$ cat config.mk
export PLATFORM = sky130hd
export DESIGN_NAME = dram_strobe_ctrl
export DESIGN_NICKNAME = d
export VERILOG_FILES = /design/src/rtl/dram_mux_pkg.sv /design/src/rtl/dram_addr_split.sv /design/src/rtl/dram_phase_seq.sv /design/src/rtl/dram_strobe_drive.sv /design/src/rtl/dram_strobe_ctrl.sv
export SDC_FILE = /design/constraint.sdc
export NUM_CORES = 1
export LEC_CHECK = 0
export BUFFER_PORTS_ARGS = -buffer_cell sky130_fd_sc_hd__buf_2
export CORE_UTILIZATION = 51
export DETAILED_ROUTE_END_ITERATION = 16
export GPL_ROUTABILITY_DRIVEN = 1
export PLACE_DENSITY_LB_ADDON = 0.12
export SLEW_MARGIN = 30
export SYNTH_ARGS = -nofsm -noshare
export SYNTH_HDL_FRONTEND = slang
export SYNTH_SLANG_ARGS = --single-unit
$ cat constraint.sdc
create_clock -name clk -period 1.6 [get_ports clk]
set_input_delay 0.32 -clock clk [delete_from_list [all_inputs] [get_ports clk]]
set_output_delay 0.32 -clock clk [all_outputs]
set_load 0.05 [all_outputs]
$ cat src/rtl/dram_mux_pkg.sv
// Shared types and widths for the DRAM strobe controller.
// Assumes a 24-bit byte address and 16-bit devices with two byte lanes.
package dram_mux_pkg;
    localparam int ADDR_W = 24;
    localparam int MA_W   = 11;
    localparam int NRAS   = 4;
    localparam int NLANE  = 2;

    // Access phases, in the order they are visited.
    typedef enum logic [2:0] {
        PH_IDLE = 3'd0,
        PH_ROW  = 3'd1,
        PH_RAS  = 3'd2,
        PH_COL  = 3'd3,
        PH_CAS  = 3'd4,
        PH_REL  = 3'd5
    } phase_e;

    // Request fields captured at acceptance.
    typedef struct packed {
        logic              wide;
        logic              wr;
        logic              word;
        logic [ADDR_W-1:0] addr;
    } acc_req_t;
endpackage

$ cat src/rtl/dram_addr_split.sv
// Splits a captured request into row, column, bank select and lane select.
// Assumes the request is held stable for the whole access (latched by the top).
module dram_addr_split
    import dram_mux_pkg::*;
(
    input  acc_req_t         req_i,
    output logic [MA_W-1:0]  row_o,
    output logic [MA_W-1:0]  col_o,
    output logic [NRAS-1:0]  bank_o,
    output logic [NLANE-1:0] lane_o
);
    localparam int BANK_W = $clog2(NRAS);

    logic [BANK_W-1:0] bank_code;

    // Geometry-dependent row/column/bank extraction.
    always_comb begin
        if (req_i.wide) begin
            row_o     = req_i.addr[22:12];
            col_o     = req_i.addr[11:1];
            bank_code = {1'b0, req_i.addr[23]};
        end else begin
            row_o     = {1'b0, req_i.addr[20:11]};
            col_o     = {1'b0, req_i.addr[10:1]};
            bank_code = req_i.addr[22:21];
        end
    end

    // One-hot bank decode, one comparator per RAS line.
    for (genvar g = 0; g < NRAS; g++) begin : g_bank
        assign bank_o[g] = (bank_code == BANK_W'(g));
    end

    // Byte-lane select: both lanes for a word access, else by address bit 0.
    always_comb begin
        if (req_i.word) lane_o = '1;
        else            lane_o = req_i.addr[0] ? 2'b10 : 2'b01;
    end
endmodule

$ cat src/rtl/dram_phase_seq.sv
// Phase sequencer: walks row setup, RAS, column setup, CAS and release,
// each for a parameter number of cycles (each must be at least 1).
// Accepts a start only in idle and pulses done on return to idle.
module dram_phase_seq
    import dram_mux_pkg::*;
#(
    parameter int T_ROW = 1,
    parameter int T_RAS = 2,
    parameter int T_COL = 1,
    parameter int T_CAS = 2,
    parameter int T_REL = 1
) (
    input  logic   clk,
    input  logic   rst_n,
    input  logic   start_i,
    output logic   accept_o,
    output phase_e phase_o,
    output logic   done_o
);
    localparam int MAX_A = (T_ROW > T_RAS) ? T_ROW : T_RAS;
    localparam int MAX_B = (T_COL > T_CAS) ? T_COL : T_CAS;
    localparam int MAX_C = (MAX_A > MAX_B) ? MAX_A : MAX_B;
    localparam int MAX_T = (MAX_C > T_REL) ? MAX_C : T_REL;
    localparam int CNT_W = (MAX_T > 1) ? $clog2(MAX_T) : 1;

    phase_e             phase_q, phase_nx;
    logic [CNT_W-1:0]   cnt_q;
    logic [CNT_W-1:0]   load_val;
    logic               last;

    assign accept_o = start_i && (phase_q == PH_IDLE);
    assign last     = (cnt_q == '0);
    assign phase_o  = phase_q;

    // Next phase and its cycle count when the current phase ends.
    always_comb begin
        phase_nx = phase_q;
        load_val = '0;
        unique case (phase_q)
            PH_IDLE: begin phase_nx = PH_ROW;  load_val = CNT_W'(T_ROW - 1); end
            PH_ROW:  begin phase_nx = PH_RAS;  load_val = CNT_W'(T_RAS - 1); end
            PH_RAS:  begin phase_nx = PH_COL;  load_val = CNT_W'(T_COL - 1); end
            PH_COL:  begin phase_nx = PH_CAS;  load_val = CNT_W'(T_CAS - 1); end
            PH_CAS:  begin phase_nx = PH_REL;  load_val = CNT_W'(T_REL - 1); end
            PH_REL:  begin phase_nx = PH_IDLE; load_val = '0;                end
            default: begin phase_nx = PH_IDLE; load_val = '0;                end
        endcase
    end

    // Phase register and down-counter.
    always_ff @(posedge clk) begin
        if (!rst_n) begin
            phase_q <= PH_IDLE;
            cnt_q   <= '0;
        end else if (phase_q == PH_IDLE) begin
            if (start_i) begin
                phase_q <= phase_nx;
                cnt_q   <= load_val;
            end
        end else if (last) begin
            phase_q <= phase_nx;
            cnt_q   <= load_val;
        end else begin
            cnt_q <= cnt_q - 1'b1;
        end
    end

    // Done pulse for the first idle cycle after release.
    always_ff @(posedge clk) begin
        if (!rst_n) done_o <= 1'b0;
        else        done_o <= (phase_q == PH_REL) && last;
    end
endmodule

$ cat src/rtl/dram_strobe_drive.sv
// Maps the current phase and decoded fields onto the DRAM pins.
// Pure decode of registered state; strobes are active low.
module dram_strobe_drive
    import dram_mux_pkg::*;
(
    input  phase_e           phase_i,
    input  logic             wr_i,
    input  logic [MA_W-1:0]  row_i,
    input  logic [MA_W-1:0]  col_i,
    input  logic [NRAS-1:0]  bank_i,
    input  logic [NLANE-1:0] lane_i,
    output logic [MA_W-1:0]  ma_o,
    output logic [NRAS-1:0]  ras_n_o,
    output logic [NLANE-1:0] cas_n_o,
    output logic             we_n_o,
    output logic             oe_n_o
);
    // Pin values per phase.
    always_comb begin
        ma_o    = '0;
        ras_n_o = '1;
        cas_n_o = '1;
        we_n_o  = 1'b1;
        oe_n_o  = 1'b1;
        unique case (phase_i)
            PH_ROW: ma_o = row_i;
            PH_RAS: begin
                ma_o    = row_i;
                ras_n_o = ~bank_i;
            end
            PH_COL: begin
                ma_o    = col_i;
                ras_n_o = ~bank_i;
                we_n_o  = ~wr_i;
            end
            PH_CAS: begin
                ma_o    = col_i;
                ras_n_o = ~bank_i;
                cas_n_o = ~lane_i;
                we_n_o  = ~wr_i;
                oe_n_o  = wr_i;
            end
            default: ;
        endcase
    end
endmodule

$ cat src/rtl/dram_strobe_ctrl.sv
// Top: captures a request while idle and drives one DRAM access through
// the phase sequencer. Inputs other than clk/rst_n are sampled only at acceptance.
module dram_strobe_ctrl
    import dram_mux_pkg::*;
#(
    parameter int T_ROW = 1,
    parameter int T_RAS = 2,
    parameter int T_COL = 1,
    parameter int T_CAS = 2,
    parameter int T_REL = 1
) (
    input  logic                clk,
    input  logic                rst_n,
    input  logic                geom_wide,
    input  logic                req,
    input  logic                wr,
    input  logic                word,
    input  logic [ADDR_W-1:0]   addr,
    output logic [MA_W-1:0]     ma,
    output logic [NRAS-1:0]     ras_n,
    output logic [NLANE-1:0]    cas_n,
    output logic                we_n,
    output logic                oe_n,
    output logic                done
);
    acc_req_t          acc_q;
    logic              accept;
    phase_e            phase;
    logic [MA_W-1:0]   row, col;
    logic [NRAS-1:0]   bank;
    logic [NLANE-1:0]  lane;
    logic              cfg_wide_q;

    assign cfg_wide_q = acc_q.wide;

    // Request capture on acceptance.
    always_ff @(posedge clk) begin
        if (!rst_n) acc_q <= '0;
        else if (accept) acc_q <= '{wide: geom_wide, wr: wr, word: word, addr: addr};
    end

    dram_phase_seq #(
        .T_ROW(T_ROW), .T_RAS(T_RAS), .T_COL(T_COL), .T_CAS(T_CAS), .T_REL(T_REL)
    ) u_seq (
        .clk     (clk),
        .rst_n   (rst_n),
        .start_i (req),
        .accept_o(accept),
        .phase_o (phase),
        .done_o  (done)
    );

    dram_addr_split u_split (
        .req_i (acc_q),
        .row_o (row),
        .col_o (col),
        .bank_o(bank),
        .lane_o(lane)
    );

    dram_strobe_drive u_drv (
        .phase_i(phase),
        .wr_i   (acc_q.wr),
        .row_i  (row),
        .col_i  (col),
        .bank_i (bank),
        .lane_i (lane),
        .ma_o   (ma),
        .ras_n_o(ras_n),
        .cas_n_o(cas_n),
        .we_n_o (we_n),
        .oe_n_o (oe_n)
    );
endmodule

==> impl_metrics.tcl <==
set metrics [dict create \
    drc_errors 0 \
    cp_data_arrival_time_ns 1.60 \
    pwr-share-clk 0.181 \
    timing.final.crit_share 1.197 \
    power.density_mw_per_mm2 1052 \
    synth_nets 221 \
    syn_inst 191 \
    yosysWarnings 0 \
    grt_max_degree 33 \
    post_drt_wl_per_cell_um 16.51 \
    ys_types 34 \
    numCtsBuffers 5 \
    fin_skew_ns 0.005954 \
    synth_compound_gate_area_share 0.2607 \
    clock_path_buffers 2 \
    max_freq_mhz 522.1 \
    final_cells 295 \
    hold_buffers 0 \
    htreeDepth 2 \
    swShare 0.4005 \
    r2r_start "u_seq.phase_o[1]" \
    path_class "reg -> out" \
    first_global_vias 1489 \
    whs_path_depth 3 \
    cts.sinks 32 \
    clk-insertion-delay-late_ns 0.33 \
    synth_edf_count 0 \
    yosys.area.top_type_share 0.3793 \
    grt_pass1_wl_um 6644 \
    drv_cap 0 \
    hp-class "in -> reg" \
    clkTransAtPathRegs_ns 0.10 \
    synth.most_common_cell "nand2_1" \
    ios 50 \
    rsz0062_at_grt "true" \
    synth_adder_area_share 0 \
    vias_per_cell 5.573 \
    slew_headroom 0.7078 \
    ys_seq_area_frac 0.3793 \
    worst_pin_slew_ns 0.4261 \
    final_max_slew_viol_count 0 \
    end_kind "primary output" \
    yosysTopAreaCell "dfxtp_1" \
    finalSetupViolCount 19 \
    ir_worst_vdd_uv 811.7 \
    n_antenna_cell 0 \
    floorplan.die_area_mm2 0.003546 \
    vias 1644 \
    violations "negative setup slack" \
    synthMuxAreaShare 0.05926 \
    drive_above_1_share 0.4701 \
    seqPwrFrac 0.373 \
    syn_to_final_growth_pct 52.30 \
    initial_core_util 0.5444 \
    nets 280 \
    ant_nets 0 \
    synth-simple-area-share 0.2363 \
    ys.flop_type "dfxtp_1" \
    clock-root-buffer "clkbuf_4" \
    yosys-top-cells-area "dfxtp_1 38%, a21boi_2 13%, nand2_1 13%" \
    dp_cells 284 \
    cts_tree "built" \
    leakagePower_nw 0.9932 \
    core_area_mm2 0.003103 \
    final_util 0.8290 \
    fin_hold_ws_ns 0.2215 \
    yosys-top-cells-count "60 x nand2_1, 32 x dfxtp_1, 20 x a21boi_2, 10 x mux2i_1, 10 x o2bb2ai_1" \
    worst_setup_path_start_kind "register" \
    crit_fanout 19 \
    overflow 0 \
    routed_wl_um 4870 \
    power_switching_mw 1.084 \
    synth_xor_xnor_area_share 0.005185 \
    fp-row-count 20 \
    p_int_mw 1.623 \
    syn_avg_cell_area_um2 8.844 \
    status "finished with violations" \
    synth_top_family_by_area "compound AO/OA/AOI/OAI gates" \
    r2r_cells 5 \
    ys_async_sr_fraction 0 \
    p_comb_frac 0.447 \
    finalHoldViolCount 0 \
    grt_usage 0.2519 \
    dr.pass1.iters 4 \
    min_period_ns 1.915 \
    gp_congestion 0.8025 \
    antenna_found_initial 0 \
    required_ns 1.28 \
    crit_start "cfg_wide_q" \
    dp_hpwl_um 3017 \
    hp-start "addr[20]" \
    setup_ws_ns -0.3152 \
    yosys_register_bits 32 \
    synthesis.area_mm2 0.001689 \
    die_w_um 59.55 \
    placement.io_buffers 49 \
    setup_tns_ns -4.649 \
    die_h_um 59.55 \
    drtIter0Drc 65 \
    power_mw 2.707 \
]
-- timing repair --
item,4_1_cts,5_1_grt
gates cloned,0,0
buffers inserted,2,2
endpoints found under the setup margin,19,44
gates resized for setup,48,17
endpoints found under the hold margin,0,0
pin swaps,2,2
-- metal layers --
layer  GRT usage  share of wire  vias to the layer above  wire length (µm)
met4     0.07309          0.018                        0                87
met5           0              0                        -                 0
met1      0.2778           0.38                      786              1866
met2      0.4767           0.54                       72              2639
met3     0.05677          0.057                       10               278
li1            -              -                      776                 -
-- final timing paths --
check	endpoint	slack (ns)
max	ma[2]	-0.32
min	acc_q[20]	0.22
max reg2reg	acc_q[2]	0.01
min reg2reg	acc_q[18]	0.49
-- registers in the layout (all words and copies together) (netlist names) --
name and flops:
u_seq.done_o 1, u_seq.cnt_q 1, u_seq.phase_o 3, acc_q 26
cfg_wide_q 1
-- power groups by stage --
stage	clock (mW)	combinational, mW	sequential [mW]
floorplan	0	0.814	0.983
detailed placement	0	1.04	1.01
global route	0.527	1.28	1.02
CTS	0.494	1.12	1.00
global placement	0	1.00	1.00
finish	0.490	1.21	1.01
-- worst max-delay path: stages (launching register included) --
cell and delay (ns):
dfxtp_1 0.37, buf_12 0.17, mux2i_1 0.42, o2bb2ai_4 0.13
buf_6 0.17
-- layout by cell type (no fill, tap or decap), drive strengths merged, types with 2 or more instances in the layout --
| cell | count |
|---|---|
| a21boi | 28 |
| nor4b | 3 |
| nand2b | 3 |
| nor3b | 3 |
| o2bb2ai | 10 |
| nand2 | 60 |
| dfxtp | 32 |
| buf | 67 |
| o21ai | 5 |
| nor2 | 2 |
| inv | 2 |
| nor2b | 4 |
| clkbuf | 6 |
| clkinv | 2 |
| mux2i | 10 |
-- kinds of logic after synthesis --
logic type      after synthesis
simple gates                 82
xor+xnor                      1
compound gates               49
flops                        32
buf+inv                      17
mux                          10
-- layout make-up --
type / instances / area [µm²]
clock buffer: 6 / 51.30
clock inverter: 2 / 10.01
fill: 192 / 530.5
inverter: 2 / 7.507
multi-input combinational: 142 / 1202
sequential: 32 / 649.4
tap: 44 / 55.05
timing repair buffer: 67 / 596.8
-- through the flow --
stage                     area (µm²)  setup WS, ns
after floorplan                 1939      -0.03347
after global placement          2265      -0.01102
after detailed placement        2265       -0.1089
after CTS                       2490       -0.3515
after global routing            2572       -0.4690
final                           2572       -0.3152
No activity file was read; power rests on OpenSTA's default activity.
